--- src/rtl/montmul_pkg.sv ---
package montmul_pkg;

  // strobes from the sequencer to the datapath
  typedef struct packed {
    logic capture;  // latch operands
    logic prep;     // form Y+M, clear sum/carry pair
    logic step;     // one carry-save iteration
    logic fold;     // carry-propagate merge
    logic trim;     // conditional subtract, update result
  } dpStrobe_t;

  typedef enum logic [1:0] {
    ADD_ZERO = 2'd0,
    ADD_MOD  = 2'd1,
    ADD_MULT = 2'd2,
    ADD_BOTH = 2'd3
  } addSel_t;

  typedef enum logic [2:0] {
    ST_IDLE = 3'd0,
    ST_PREP = 3'd1,
    ST_ITER = 3'd2,
    ST_FOLD = 3'd3,
    ST_TRIM = 3'd4
  } seqState_t;

endpackage

--- src/rtl/montmul_csa.sv ---
module montmul_csa #(
  parameter int W = 18
) (
  input  logic [W-1:0] opA,
  input  logic [W-1:0] opB,
  input  logic [W-1:0] opC,
  output logic [W-1:0] sumW,
  output logic [W-1:0] majW
);
  // independent full adders, no carry chain between bit positions
  for (genvar i = 0; i < W; i++) begin : g_fa
    assign sumW[i] = opA[i] ^ opB[i] ^ opC[i];
    assign majW[i] = (opA[i] & opB[i]) | (opA[i] & opC[i]) | (opB[i] & opC[i]);
  end
endmodule

--- src/rtl/montmul_ctrl.sv ---
module montmul_ctrl
  import montmul_pkg::*;
#(
  parameter int OP_W = 16
) (
  input  logic       clk,
  input  logic       rstN,
  input  logic       start,
  output dpStrobe_t  strobe,
  output logic       busy,
  output logic       done
);
  localparam int CNT_W = $clog2(OP_W + 1);
  localparam logic [CNT_W-1:0] LAST_ITER = CNT_W'(OP_W - 1);

  seqState_t state, stateNxt;
  logic [CNT_W-1:0] iterCnt;

  always_comb begin
    stateNxt = state;
    strobe   = '0;
    unique case (state)
      ST_IDLE: if (start) begin
        strobe.capture = 1'b1;
        stateNxt       = ST_PREP;
      end
      ST_PREP: begin
        strobe.prep = 1'b1;
        stateNxt    = ST_ITER;
      end
      ST_ITER: begin
        strobe.step = 1'b1;
        if (iterCnt == LAST_ITER) stateNxt = ST_FOLD;
      end
      ST_FOLD: begin
        strobe.fold = 1'b1;
        stateNxt    = ST_TRIM;
      end
      ST_TRIM: begin
        strobe.trim = 1'b1;
        stateNxt    = ST_IDLE;
      end
      default: stateNxt = ST_IDLE;
    endcase
  end

  always_ff @(posedge clk or negedge rstN) begin
    if (!rstN) begin
      state   <= ST_IDLE;
      iterCnt <= '0;
      done    <= 1'b0;
    end else begin
      state <= stateNxt;
      done  <= (state == ST_TRIM);
      if (state == ST_PREP)      iterCnt <= '0;
      else if (state == ST_ITER) iterCnt <= iterCnt + 1'b1;
    end
  end

  assign busy = (state != ST_IDLE);
endmodule

--- src/rtl/montmul_dpath.sv ---
module montmul_dpath
  import montmul_pkg::*;
#(
  parameter int OP_W = 16
) (
  input  logic            clk,
  input  logic            rstN,
  input  dpStrobe_t       strobe,
  input  logic [OP_W-1:0] xIn,
  input  logic [OP_W-1:0] yIn,
  input  logic [OP_W-1:0] mIn,
  output logic [OP_W-1:0] pOut,
  output logic [OP_W+1:0] mHeld
);
  // two guard bits: the redundant pair stays below 4M
  localparam int ACC_W = OP_W + 2;

  logic [OP_W-1:0]  xSh;
  logic [ACC_W-1:0] yHeld, rSum, sAcc, cAcc, foldSum;
  logic [ACC_W-1:0] addend, csaSum, csaMaj, diff;
  logic [OP_W-1:0]  pReg;
  logic             pairOdd;
  addSel_t          sel;

  // addend choice from multiplier bit and pair parity
  always_comb begin
    pairOdd = sAcc[0] ^ cAcc[0];
    if (!xSh[0]) sel = pairOdd ? ADD_MOD : ADD_ZERO;
    else         sel = (pairOdd ^ yHeld[0]) ? ADD_BOTH : ADD_MULT;
    unique case (sel)
      ADD_ZERO: addend = '0;
      ADD_MOD:  addend = mHeld;
      ADD_MULT: addend = yHeld;
      default:  addend = rSum;
    endcase
  end

  montmul_csa #(.W(ACC_W)) csaI (
    .opA (sAcc),
    .opB (cAcc),
    .opC (addend),
    .sumW(csaSum),
    .majW(csaMaj)
  );

  assign diff = foldSum - mHeld;

  always_ff @(posedge clk or negedge rstN) begin
    if (!rstN) begin
      xSh     <= '0;
      yHeld   <= '0;
      mHeld   <= '0;
      rSum    <= '0;
      sAcc    <= '0;
      cAcc    <= '0;
      foldSum <= '0;
      pReg    <= '0;
    end else begin
      if (strobe.capture) begin
        xSh   <= xIn;
        yHeld <= {2'b00, yIn};
        mHeld <= {2'b00, mIn};
      end
      if (strobe.prep) begin
        rSum <= yHeld + mHeld;
        sAcc <= '0;
        cAcc <= '0;
      end
      if (strobe.step) begin
        // sum word is even here; carry word halved is the majority vector
        sAcc <= csaSum >> 1;
        cAcc <= csaMaj;
        xSh  <= xSh >> 1;
      end
      if (strobe.fold) foldSum <= sAcc + cAcc;
      if (strobe.trim) pReg <= (foldSum >= mHeld) ? diff[OP_W-1:0] : foldSum[OP_W-1:0];
    end
  end

  assign pOut = pReg;
endmodule

--- src/rtl/montmul_top.sv ---
module montmul_top
  import montmul_pkg::*;
#(
  parameter int OP_W = 16
) (
  input  logic            clk,
  input  logic            rstN,
  input  logic            start,
  input  logic [OP_W-1:0] xIn,
  input  logic [OP_W-1:0] yIn,
  input  logic [OP_W-1:0] mIn,
  output logic            busy,
  output logic            done,
  output logic [OP_W-1:0] pOut
);
  dpStrobe_t       strobe;
  logic [OP_W+1:0] mHeld;

  montmul_ctrl #(.OP_W(OP_W)) ctrlI (
    .clk   (clk),
    .rstN  (rstN),
    .start (start),
    .strobe(strobe),
    .busy  (busy),
    .done  (done)
  );

  montmul_dpath #(.OP_W(OP_W)) dpathI (
    .clk   (clk),
    .rstN  (rstN),
    .strobe(strobe),
    .xIn   (xIn),
    .yIn   (yIn),
    .mIn   (mIn),
    .pOut  (pOut),
    .mHeld (mHeld)
  );
endmodule

--- config.mk ---
export PLATFORM = sky130hd
export DESIGN_NAME = montmul_top
export DESIGN_NICKNAME = d
export VERILOG_FILES = /design/src/rtl/montmul_pkg.sv /design/src/rtl/montmul_csa.sv /design/src/rtl/montmul_ctrl.sv /design/src/rtl/montmul_dpath.sv /design/src/rtl/montmul_top.sv
export SDC_FILE = /design/constraint.sdc
export NUM_CORES = 1
export LEC_CHECK = 0
export BUFFER_PORTS_ARGS = -buffer_cell sky130_fd_sc_hd__buf_2
export CORE_MARGIN = 1.5
export CORE_UTILIZATION = 44
export CTS_CLUSTER_SIZE = 20
export DETAILED_ROUTE_END_ITERATION = 8
export SLEW_MARGIN = 40
export SYNTH_ARGS = -nofsm -noshare
export SYNTH_HDL_FRONTEND = slang
export SYNTH_SLANG_ARGS = --single-unit
--- constraint.sdc ---
create_clock -name clk -period 3.2 [get_ports clk]
set_clock_uncertainty 0.15 [all_clocks]
set_input_delay 0.16 -clock clk [delete_from_list [all_inputs] [get_ports clk]]
set_output_delay 0.16 -clock clk [all_outputs]
set_load 0.1 [all_outputs]
==> flow_metrics.env <==
export IMPL_yosysUniqueCellTypes=73
export IMPL_synthXorXnorAreaFrac_pct=2.752
export IMPL_cp_end_kind="register"
export IMPL_antennaDiodeCount=0
export IMPL_synth_edf_count=0
export IMPL_wl_microns=22430
export IMPL_wl_per_cell_microns=17.44
export IMPL_yosys_top_cells_area="dfrtp_1, ha_1, nand2_1"
export IMPL_synthArstFlopShare_pct=100.0
export IMPL_yosysWarnings=0
export IMPL_vias=7083
export IMPL_antenna_left=0
export IMPL_start_util_pct=45.33
export IMPL_leakagePower_nw=4.766
export IMPL_crit_arrival_ps=3130
export IMPL_clk_latency_ps=430
export IMPL_dp_hpwl_microns=16260
export IMPL_timing_fmax_ghz=0.3364
export IMPL_dp_cells=1204
export IMPL_ys_seq_area_share_pct=41.06
export IMPL_crit_type="reg -> reg"
export IMPL_synth_seq_cells=141
export IMPL_hold_ws_ps=162.3
export IMPL_final_max_slew_violation_count=0
export IMPL_cellPowerDensity_mw_per_mm2=1189
export IMPL_ys_flop_type="dfrtp_1"
export IMPL_dr_pass1_iters=5
export IMPL_synth_top_family_by_area="compound AO/OA/AOI/OAI gates"
export IMPL_die_w_microns=142.8
export IMPL_drcViolationCount=0
export IMPL_required_ps=3360
export IMPL_cts_tree="built"
export IMPL_fin_cells=1286
export IMPL_post_route_period_util_pct=92.89
export IMPL_htree_levels=4
export IMPL_post_synth_top_count_cell="dfrtp_1"
export IMPL_drv_cap=0
export IMPL_die_y_microns=142.8
export IMPL_grt_max_degree=87
export IMPL_muxShareOfSynthArea_pct=5.213
export IMPL_clockBufferDepth=2
export IMPL_cts_sinks=141
export IMPL_grt_usage_pct=23.53
export IMPL_reg2reg_slack_ps=230
export IMPL_hold_viol_final=0
export IMPL_final_nets=1133
export IMPL_holdCritPathClass="in -> async"
export IMPL_tns_ps=0
export IMPL_syn_num_nets=1019
export IMPL_status="finished clean"
export IMPL_synthTopCellsByCount="dfrtp_1, nand2_1, o21ai_0"
export IMPL_synth_top_area_cell="dfrtp_1"
export IMPL_yosys_area_top_type_share_pct=41.06
export IMPL_synthCells=899
export IMPL_grt_pass1_wl_microns=36990
export IMPL_core_area_sq_mm=0.01896
export IMPL_cp_max_fo=22
export IMPL_io_pins=69
export IMPL_syn_to_final_growth_pct=20.40
export IMPL_drive_gt1_share_pct=15.79
export IMPL_gp_congestion=0.8792
export IMPL_setup_worst_path_start="dpathI.foldSum[0]"
export IMPL_setup_viol=0
export IMPL_antenna_found_initial=0
export IMPL_worstMarginPinSlew_ps=761.6
export IMPL_initialDrtViolationCount=349
export IMPL_cts_clk_slew_worst_paths_ps=70
export IMPL_netlist_area_sq_mm=0.008593
export IMPL_rsz0062_at_grt="false"
export IMPL_fp_dieArea_sq_mm=0.02038
export IMPL_fin_crit_ps=2973
export IMPL_num_rows=50
export IMPL_fillerInstances=1746
export IMPL_max_slew_margin_pct=49.23
export IMPL_critical_path_startpoint_type="register"
export IMPL_grt_pass1_vias=7037
export IMPL_synth_adder_area_share_pct=11.74
export IMPL_ir_drop_v=0.0006053
export IMPL_r2r_cells=11
export IMPL_synth_compound_area_share_pct=20.49
export IMPL_via_per_inst=5.508
export IMPL_avgSynthCellArea_sq_um=9.559
export IMPL_r2r_start="dpathI.foldSum[0]"
export IMPL_cts_resized=0
export IMPL_cts_root_buffer="clkbuf_16"
export IMPL_synthSimpleGateAreaFrac_pct=13.83
export IMPL_overflow=0
export IMPL_timing_rr_end="dpathI.pOut[7]"
export IMPL_portBuffers=68
export IMPL_numCtsBuffers=17
[flip-flops by register name, indices dropped and copies added, names as in the netlist]
register,flops
ctrlI.iterCnt,5
dpathI.mHeld,16
ctrlI.state,3
dpathI.pOut,16
dpathI.sAcc,16
ctrlI.done,1
dpathI.foldSum,18
dpathI.rSum,17
dpathI.yHeld,16
dpathI.xSh,16
dpathI.cAcc,17
[worst max-delay path, cell delays in order (launching register included)]
cell	delay (ps)
dfrtp_1	380
inv_1	80
ha_1	160
inv_1	50
fa_1	410
a21oi_2	200
o2111ai_2	200
a2111o_1	520
a31oi_4	210
buf_12	190
mux2i_1	220
o21ai_1	80
[through the flow]
stage,utilization [%],instance area (sq um),power [mW],setup slack (ps)
after floorplan,-,8593,8.468,334.1
after global placement,48.82,9254,10.19,309.9
after detailed placement,48.82,9254,10.23,222.9
after CTS,54.57,10340,12.34,211.0
after global routing,54.58,10350,13.34,9.411
final,54.58,10350,12.30,227.5
[timing repair]
action / 4_1_cts / 5_1_grt
endpoints found under the hold margin: 133 / 0
buffers inserted: 0 / 0
hold buffers: 50 / 0
[power breakdown]
part	total, mW	switching [mW]	internal, mW
registers	3.14	0.610	2.53
logic	7.15	4.39	2.76
clock network	2.00	0.947	1.06
[cell families (layout without fill, tap and decap cells)]
kind of cell    count (synthesis)  in the layout
compound gates                268            268
xor+xnor                       27             27
fa+ha+maj                      70             70
buf+inv                       104            231
flops                         141            141
mux                            41             41
simple gates                  248            248
[layer usage]
layer	global-route usage, %	vias up	part of all wire, %
met5	0	-	0
met1	31.69	3433	47
li1	-	3490	-
met4	6.131	0	1.5
met3	4.024	24	3.1
met2	39.32	136	48
[area by class of cell]
type                            count  area [sq um]  area share (%)
Clock buffer                       17         425.4           4.112
Inverter                           61         229.0           2.213
Sequential cell                   141          3528           34.10
Tap cell                          260         325.3           3.144
Multi-Input combinational cell    654          4649           44.94
Clock inverter                     15         163.9           1.584
Timing Repair Buffer              138          1025           9.904
[worst max-delay path by stage]
stage                      endpoint  slack [ps]  cells after the start
global placement     dpathI.pOut[2]         310                     11
CTS                  dpathI.pOut[7]         210                     11
global route         dpathI.pOut[1]           9                     11
finish               dpathI.pOut[7]         230                     11
floorplan           dpathI.sAcc[10]         330                      7
detailed placement   dpathI.pOut[7]         220                     11
[cells in the final DEF (no fill, tap or decap), types with 16 or more instances in the layout]
cell type / count
mux2_2: 30
buf_4: 18
inv_1: 60
fa_1: 18
ha_1: 51
o21ai_0: 70
a22oi_1: 30
o22ai_1: 31
buf_2: 67
dlygate4sd3_1: 50
nor2_1: 32
dfrtp_1: 141
nand3_1: 16
nand2_1: 123
clkbuf_16: 17
a21oi_1: 32
No activity file was read; power rests on OpenSTA's default activity.
